===== src/rtl/acq_pkg.sv =====
package acq_pkg;

    localparam int IQ_W     = 16;
    localparam int SAT_W    = 5;
    localparam int COARSE_W = 4;
    localparam int FINE_W   = 2;
    localparam int PWR_W    = 2 * IQ_W + 1;

    typedef struct packed {
        logic [SAT_W-1:0]    sat;
        logic [COARSE_W-1:0] coarse;
        logic [FINE_W-1:0]   fine;
        logic                last;
        logic                fin;
    } sample_tag_t;

    typedef struct packed {
        logic [COARSE_W-1:0] coarse;
        logic [FINE_W-1:0]   fine;
    } freq_loc_t;

    function automatic logic [PWR_W-1:0] power_of(
        input logic signed [IQ_W-1:0] i_v,
        input logic signed [IQ_W-1:0] q_v
    );
        logic signed [2*IQ_W-1:0] ii;
        logic signed [2*IQ_W-1:0] qq;
        ii = i_v * i_v;
        qq = q_v * q_v;
        return PWR_W'($unsigned(ii)) + PWR_W'($unsigned(qq));
    endfunction

endpackage


===== src/rtl/acq_power_stage.sv =====
module acq_power_stage
    import acq_pkg::*;
#(
    parameter int N1   = 8,
    parameter int PH_W = $clog2(N1)
) (
    input  logic                   clk,
    input  logic                   rst,
    input  logic                   in_valid,
    input  logic signed [IQ_W-1:0] in_i,
    input  logic signed [IQ_W-1:0] in_q,
    input  sample_tag_t            in_tag,
    output logic                   s1_valid,
    output logic [PWR_W-1:0]       s1_power,
    output sample_tag_t            s1_tag,
    output logic [PH_W-1:0]        s1_phase
);

    logic [PH_W-1:0] phase_q;

    always_ff @(posedge clk) begin
        if (rst) begin
            phase_q  <= '0;
            s1_valid <= 1'b0;
            s1_power <= '0;
            s1_tag   <= '0;
            s1_phase <= '0;
        end else begin
            s1_valid <= in_valid;
            if (in_valid) begin
                s1_power <= power_of(in_i, in_q);
                s1_tag   <= in_tag;
                s1_phase <= phase_q;
                phase_q  <= in_tag.last ? '0 : phase_q + 1'b1;
            end
        end
    end

endmodule


===== src/rtl/acq_peak_tracker.sv =====
module acq_peak_tracker
    import acq_pkg::*;
#(
    parameter int PH_W  = 3,
    parameter int CNT_W = 16,
    parameter int SUM_W = PWR_W + CNT_W
) (
    input  logic               clk,
    input  logic               rst,
    input  logic               s1_valid,
    input  logic [PWR_W-1:0]   s1_power,
    input  sample_tag_t        s1_tag,
    input  logic [PH_W-1:0]    s1_phase,
    output logic               fresh,
    output logic [PWR_W-1:0]   peak_q,
    output logic [CNT_W-1:0]   cnt_q,
    output logic [PWR_W-1:0]   nxt_peak,
    output logic [PH_W-1:0]    nxt_phase,
    output freq_loc_t          nxt_loc,
    output logic [SUM_W-1:0]   nxt_sum,
    output logic [CNT_W-1:0]   nxt_cnt
);

    logic             empty_q;
    logic [SAT_W-1:0] sat_q;
    logic [PH_W-1:0]  phase_q;
    freq_loc_t        loc_q;
    logic [SUM_W-1:0] sum_q;
    freq_loc_t        in_loc;

    assign in_loc = '{coarse: s1_tag.coarse, fine: s1_tag.fine};
    assign fresh  = empty_q || (s1_tag.sat != sat_q);

    always_comb begin
        if (fresh) begin
            nxt_peak  = s1_power;
            nxt_phase = s1_phase;
            nxt_loc   = in_loc;
            nxt_sum   = SUM_W'(s1_power);
            nxt_cnt   = CNT_W'(1);
        end else begin
            if (s1_power > peak_q) begin
                nxt_peak  = s1_power;
                nxt_phase = s1_phase;
                nxt_loc   = in_loc;
            end else begin
                nxt_peak  = peak_q;
                nxt_phase = phase_q;
                nxt_loc   = loc_q;
            end
            nxt_sum = sum_q + SUM_W'(s1_power);
            nxt_cnt = cnt_q + 1'b1;
        end
    end

    always_ff @(posedge clk) begin
        if (rst) begin
            empty_q <= 1'b1;
            sat_q   <= '0;
            peak_q  <= '0;
            phase_q <= '0;
            loc_q   <= '0;
            sum_q   <= '0;
            cnt_q   <= '0;
        end else if (s1_valid) begin
            empty_q <= s1_tag.last && s1_tag.fin;
            sat_q   <= s1_tag.sat;
            peak_q  <= nxt_peak;
            phase_q <= nxt_phase;
            loc_q   <= nxt_loc;
            sum_q   <= nxt_sum;
            cnt_q   <= nxt_cnt;
        end
    end

endmodule


===== src/rtl/acq_threshold.sv =====
module acq_threshold
    import acq_pkg::*;
#(
    parameter int CNT_W    = 16,
    parameter int SUM_W    = PWR_W + CNT_W,
    parameter int THR_W    = 8,
    parameter int THR_FRAC = 4,
    parameter int CMP_W    = SUM_W + THR_W + THR_FRAC
) (
    input  logic [PWR_W-1:0] peak,
    input  logic [SUM_W-1:0] sum,
    input  logic [CNT_W-1:0] cnt,
    input  logic [THR_W-1:0] thr,
    output logic             hit
);

    logic [CMP_W-1:0] lhs;
    logic [CMP_W-1:0] rhs;

    always_comb begin
        lhs = (CMP_W'(peak) * CMP_W'(cnt)) << THR_FRAC;
        rhs = CMP_W'(thr) * CMP_W'(sum);
        hit = lhs > rhs;
    end

endmodule


===== src/rtl/acq_peak_detector.sv =====
module acq_peak_detector
    import acq_pkg::*;
#(
    parameter int N1       = 8,
    parameter int CNT_W    = 16,
    parameter int THR_W    = 8,
    parameter int THR_FRAC = 4
) (
    input  logic                       clk,
    input  logic                       rst,
    input  logic                       in_valid,
    input  logic signed [IQ_W-1:0]     in_i,
    input  logic signed [IQ_W-1:0]     in_q,
    input  logic [SAT_W-1:0]           in_sat,
    input  logic [COARSE_W-1:0]        in_coarse,
    input  logic [FINE_W-1:0]          in_fine,
    input  logic                       in_last,
    input  logic                       in_final,
    input  logic [THR_W-1:0]           thr,
    output logic                       out_valid,
    output logic [SAT_W-1:0]           out_sat,
    output logic                       out_acquired,
    output logic [$clog2(N1)-1:0]      out_phase,
    output logic [COARSE_W-1:0]        out_coarse,
    output logic [FINE_W-1:0]          out_fine
);

    localparam int PH_W  = $clog2(N1);
    localparam int SUM_W = PWR_W + CNT_W;

    sample_tag_t      in_tag;
    logic             s1_valid;
    logic [PWR_W-1:0] s1_power;
    sample_tag_t      s1_tag;
    logic [PH_W-1:0]  s1_phase;
    logic             trk_fresh;
    logic [PWR_W-1:0] trk_peak_q;
    logic [CNT_W-1:0] trk_cnt_q;
    logic [PWR_W-1:0] nxt_peak;
    logic [PH_W-1:0]  nxt_phase;
    freq_loc_t        nxt_loc;
    logic [SUM_W-1:0] nxt_sum;
    logic [CNT_W-1:0] nxt_cnt;
    logic             hit;
    logic             closing;

    assign in_tag = '{sat: in_sat, coarse: in_coarse, fine: in_fine,
                      last: in_last, fin: in_final};

    acq_power_stage #(.N1(N1), .PH_W(PH_W)) u_power (
        .clk(clk), .rst(rst), .in_valid(in_valid), .in_i(in_i), .in_q(in_q),
        .in_tag(in_tag), .s1_valid(s1_valid), .s1_power(s1_power),
        .s1_tag(s1_tag), .s1_phase(s1_phase)
    );

    acq_peak_tracker #(.PH_W(PH_W), .CNT_W(CNT_W), .SUM_W(SUM_W)) u_track (
        .clk(clk), .rst(rst), .s1_valid(s1_valid), .s1_power(s1_power),
        .s1_tag(s1_tag), .s1_phase(s1_phase), .fresh(trk_fresh),
        .peak_q(trk_peak_q), .cnt_q(trk_cnt_q), .nxt_peak(nxt_peak),
        .nxt_phase(nxt_phase), .nxt_loc(nxt_loc), .nxt_sum(nxt_sum),
        .nxt_cnt(nxt_cnt)
    );

    acq_threshold #(.CNT_W(CNT_W), .SUM_W(SUM_W), .THR_W(THR_W),
                    .THR_FRAC(THR_FRAC)) u_thr (
        .peak(nxt_peak), .sum(nxt_sum), .cnt(nxt_cnt), .thr(thr), .hit(hit)
    );

    assign closing = s1_valid && s1_tag.last && s1_tag.fin;

    always_ff @(posedge clk) begin
        if (rst) begin
            out_valid    <= 1'b0;
            out_sat      <= '0;
            out_acquired <= 1'b0;
            out_phase    <= '0;
            out_coarse   <= '0;
            out_fine     <= '0;
        end else begin
            out_valid <= closing;
            if (closing) begin
                out_sat      <= s1_tag.sat;
                out_acquired <= hit;
                out_phase    <= nxt_phase;
                out_coarse   <= nxt_loc.coarse;
                out_fine     <= nxt_loc.fine;
            end
        end
    end

endmodule


===== config.mk =====
export PLATFORM = sky130hd
export DESIGN_NAME = acq_peak_detector
export DESIGN_NICKNAME = d
export VERILOG_FILES = /design/src/rtl/acq_pkg.sv /design/src/rtl/acq_power_stage.sv /design/src/rtl/acq_peak_tracker.sv /design/src/rtl/acq_threshold.sv /design/src/rtl/acq_peak_detector.sv
export SDC_FILE = /design/constraint.sdc
export NUM_CORES = 2
export LEC_CHECK = 0
export ABC_AREA = 1
export BUFFER_PORTS_ARGS = -buffer_cell sky130_fd_sc_hd__clkbuf_2
export CORE_UTILIZATION = 50
export DETAILED_ROUTE_END_ITERATION = 8
export MAX_ROUTING_LAYER = met4
export PLACE_DENSITY_LB_ADDON = 0.08
export SETUP_SLACK_MARGIN = 0.1
export SLEW_MARGIN = 30
export SYNTH_ARGS = -nofsm -noshare
export SYNTH_HDL_FRONTEND = slang
export SYNTH_SLANG_ARGS = --single-unit
export TNS_END_PERCENT = 1

===== constraint.sdc =====
create_clock -name clk -period 11.15 [get_ports clk]
set_clock_uncertainty 0.1 [all_clocks]
set_input_delay 2.23 -clock clk [delete_from_list [all_inputs] [get_ports clk]]
set_output_delay 2.23 -clock clk [all_outputs]
set_load 0.1 [all_outputs]

==> flow_summary.json <==
{
  "place_ws_ns": 0.9292,
  "hpwl_um": 182200,
  "wl_per_cell_um": 22.11,
  "maxSlewViolCount": 0,
  "clkTransAtPathRegs_ns": 0.09,
  "ys.warnings.count": 0,
  "whs_ns": 0.3563,
  "grt_pass1_vias": 56350,
  "tritoncts": "built",
  "die_h_um": 353.9,
  "path_buf_inv": 10,
  "grt_antenna_before_repair": 11,
  "cts_max_level": 4,
  "worstPathRequired_ns": 11.46,
  "tightest_slew_ns": 1.040,
  "cts_buffer_depth": 3,
  "grt_pass1_wl_um": 334800,
  "synth_fp_nets": 10050,
  "wl_um": 217600,
  "grt_use_total": 0.3622,
  "rows": 128,
  "viasPerCell": 5.499,
  "cp_max_fo": 43,
  "rsz0062_at_grt": "false",
  "maxCapViolCount": 0,
  "area_growth_pct": 4.416,
  "initial_utilization": 0.5062,
  "period_share": 0.9199,
  "fill_cells": 12340,
  "cts_setup_buffers": 0,
  "hold_class": "flip-flop to flip-flop",
  "syn_area_um2": 61930,
  "synth.distinct_cells": 57,
  "drcViolationCount": 0,
  "cts_buffers": 25,
  "fin_ws_ns": 0.8929,
  "final_common_cell": "inv_1",
  "die-area_um2": 125300,
  "cts_sinks": 182,
  "io_buffers": 71,
  "finalSetupTns_ns": 0,
  "cpPeakStageDelay_ns": 0.64,
  "max_freq_mhz": 97.49,
  "root_buffer": "clkbuf_16",
  "min_period_ns": 10.26,
  "end_kind": "flip-flop",
  "setup_viol": 0,
  "synth.top_cells.by_area": "fa_1 39%, inv_1 12%, ha_1 10%",
  "gp_congestion": 1.000,
  "final_layout_size_suffix_gt1_frac": 0.03608,
  "cp_top_family": "simple AND/OR/NAND/NOR gates",
  "cp.arrival_ns": 10.56,
  "cp-start-kind": "flip-flop",
  "fin_util": 0.5285,
  "grt-ovfl-total": 0,
  "syn_area_per_cell_um2": 7.474,
  "syn_inst": 8286,
  "yosysTopAreaCell": "fa_1",
  "clk_latency_ns": 0.52,
  "seq_area_frac_synth": 0.05883,
  "ant_nets": 0,
  "crit_type": "flip-flop to flip-flop",
  "drt_first_iter_violations": 4553,
  "status": "completed",
  "synth.top_cell.area_share": 0.3866,
  "cts_hold_buf": 0,
  "ys_ff_latch": 182,
  "core_um2": 122400,
  "hold_viol_final": 0,
  "slew-limit-headroom": 0.3049,
  "nets": 9960,
  "dr.pass1.iters": 7,
  "via_count": 54120,
  "slowest_stage": "nand2_1",
  "final_cell_mix": "2005 x inv_1, 1571 x nand2_1, 1196 x fa_1",
  "num_io_pins": 72,
  "cts_resized": 0,
  "die_w_um": 353.9,
  "grt_max_degree": 84
}
worst min-delay path, stage by stage (launching register included):
cell	delay, ns
dfxtp_1	0.31
nand2_1	0.06
nand2_1	0.05
path summary, 6_finish.rpt:
kind	cells past startpoint	to	slack [ns]	from
setup reg to reg	48	out_acquired	0.89	u_track.peak_q[16]
hold reg to reg	2	out_phase[0]	0.36	out_phase[0]
setup / recovery	48	out_acquired	0.89	u_track.peak_q[16]
hold / removal	2	out_phase[0]	0.36	out_phase[0]
Yosys cell counts (all sizes together):
cell and instances:
nor3 43, o21a 12, nand3b 12, inv 2012, fa 1196, and2 4, or4 1, nand4 100
ha 509, xnor2 95, and3 7, nor4 18, a31oi 37, buf 82, a21o 24, nor3b 2
or3b 1, clkinv 5, a2111oi 1, xor2 104, a221oi 1, o221ai 3, o311ai 1, o221a 2
or3 1, a21oi 461, or2 41, a32oi 1, a22o 1, nand3 518, clkbuf 201, a21boi 15
o211ai 31, o31ai 2, a211oi 6, dfxtp 182, nand2 1589, nor2 648, o21ai 290, a31o 2
o211a 1, o21bai 24
kinds of logic (layout without fill, tap and decap cells):
| family | count (synthesis) | count (layout) | share of synthesized area |
|---|---|---|---|
| simple gates | 2985 | 2985 | 0.2019 |
| buf+inv | 2300 | 2219 | 0.1413 |
| fa+ha+maj | 1705 | 1705 | 0.4894 |
| compound gates | 915 | 915 | 0.08043 |
| xor+xnor | 199 | 199 | 0.02814 |
| flops | 182 | 182 | 0.05883 |
| other cells | 0 | 11 | 0 |
registers in the layout, summed over array words and instances, names as in the netlist, 4 cells and up:
register          flops
u_track.sum_q        49
u_track.sat_q         5
u_track.cnt_q        16
u_track.peak_q       33
u_track.loc_q         6
out_coarse            4
u_power.s1_tag       13
u_power.s1_power     33
out_sat               5
layout make-up:
cell class | count | area, µm² | share of cell area
Antenna cell | 11 | 27.53 | 0.0004257
Clock buffer | 29 | 650.6 | 0.01006
Clock inverter | 4 | 50.05 | 0.0007739
Inverter | 2017 | 7575 | 0.1171
Multi-Input combinational cell | 5804 | 49580 | 0.7667
Sequential cell | 182 | 3647 | 0.05640
Tap cell | 1625 | 2033 | 0.03144
Timing Repair Buffer | 169 | 1104 | 0.01707
metrics by stage:
step / cells / area (µm²)
after CTS: 9830 / 64640
after floorplan: 8286 / 61930
final: 9841 / 64670
after detailed placement: 9797 / 63940
after global routing: 9840 / 64660
after global placement: 9797 / 63930
metal layers:
layer	routed length, µm	part of all wire	track usage	vias up
li1	-	-	-	24920
met1	88140	0.41	0.4567	26520
met5	0	0	-	-
met2	100600	0.46	0.5760	2231
met4	11990	0.055	0.1646	0
met3	16850	0.077	0.05392	445
Power is left out: the tool's default activity adds up to more than one toggle a clock period on the data nets, which glitch-free logic cannot reach.
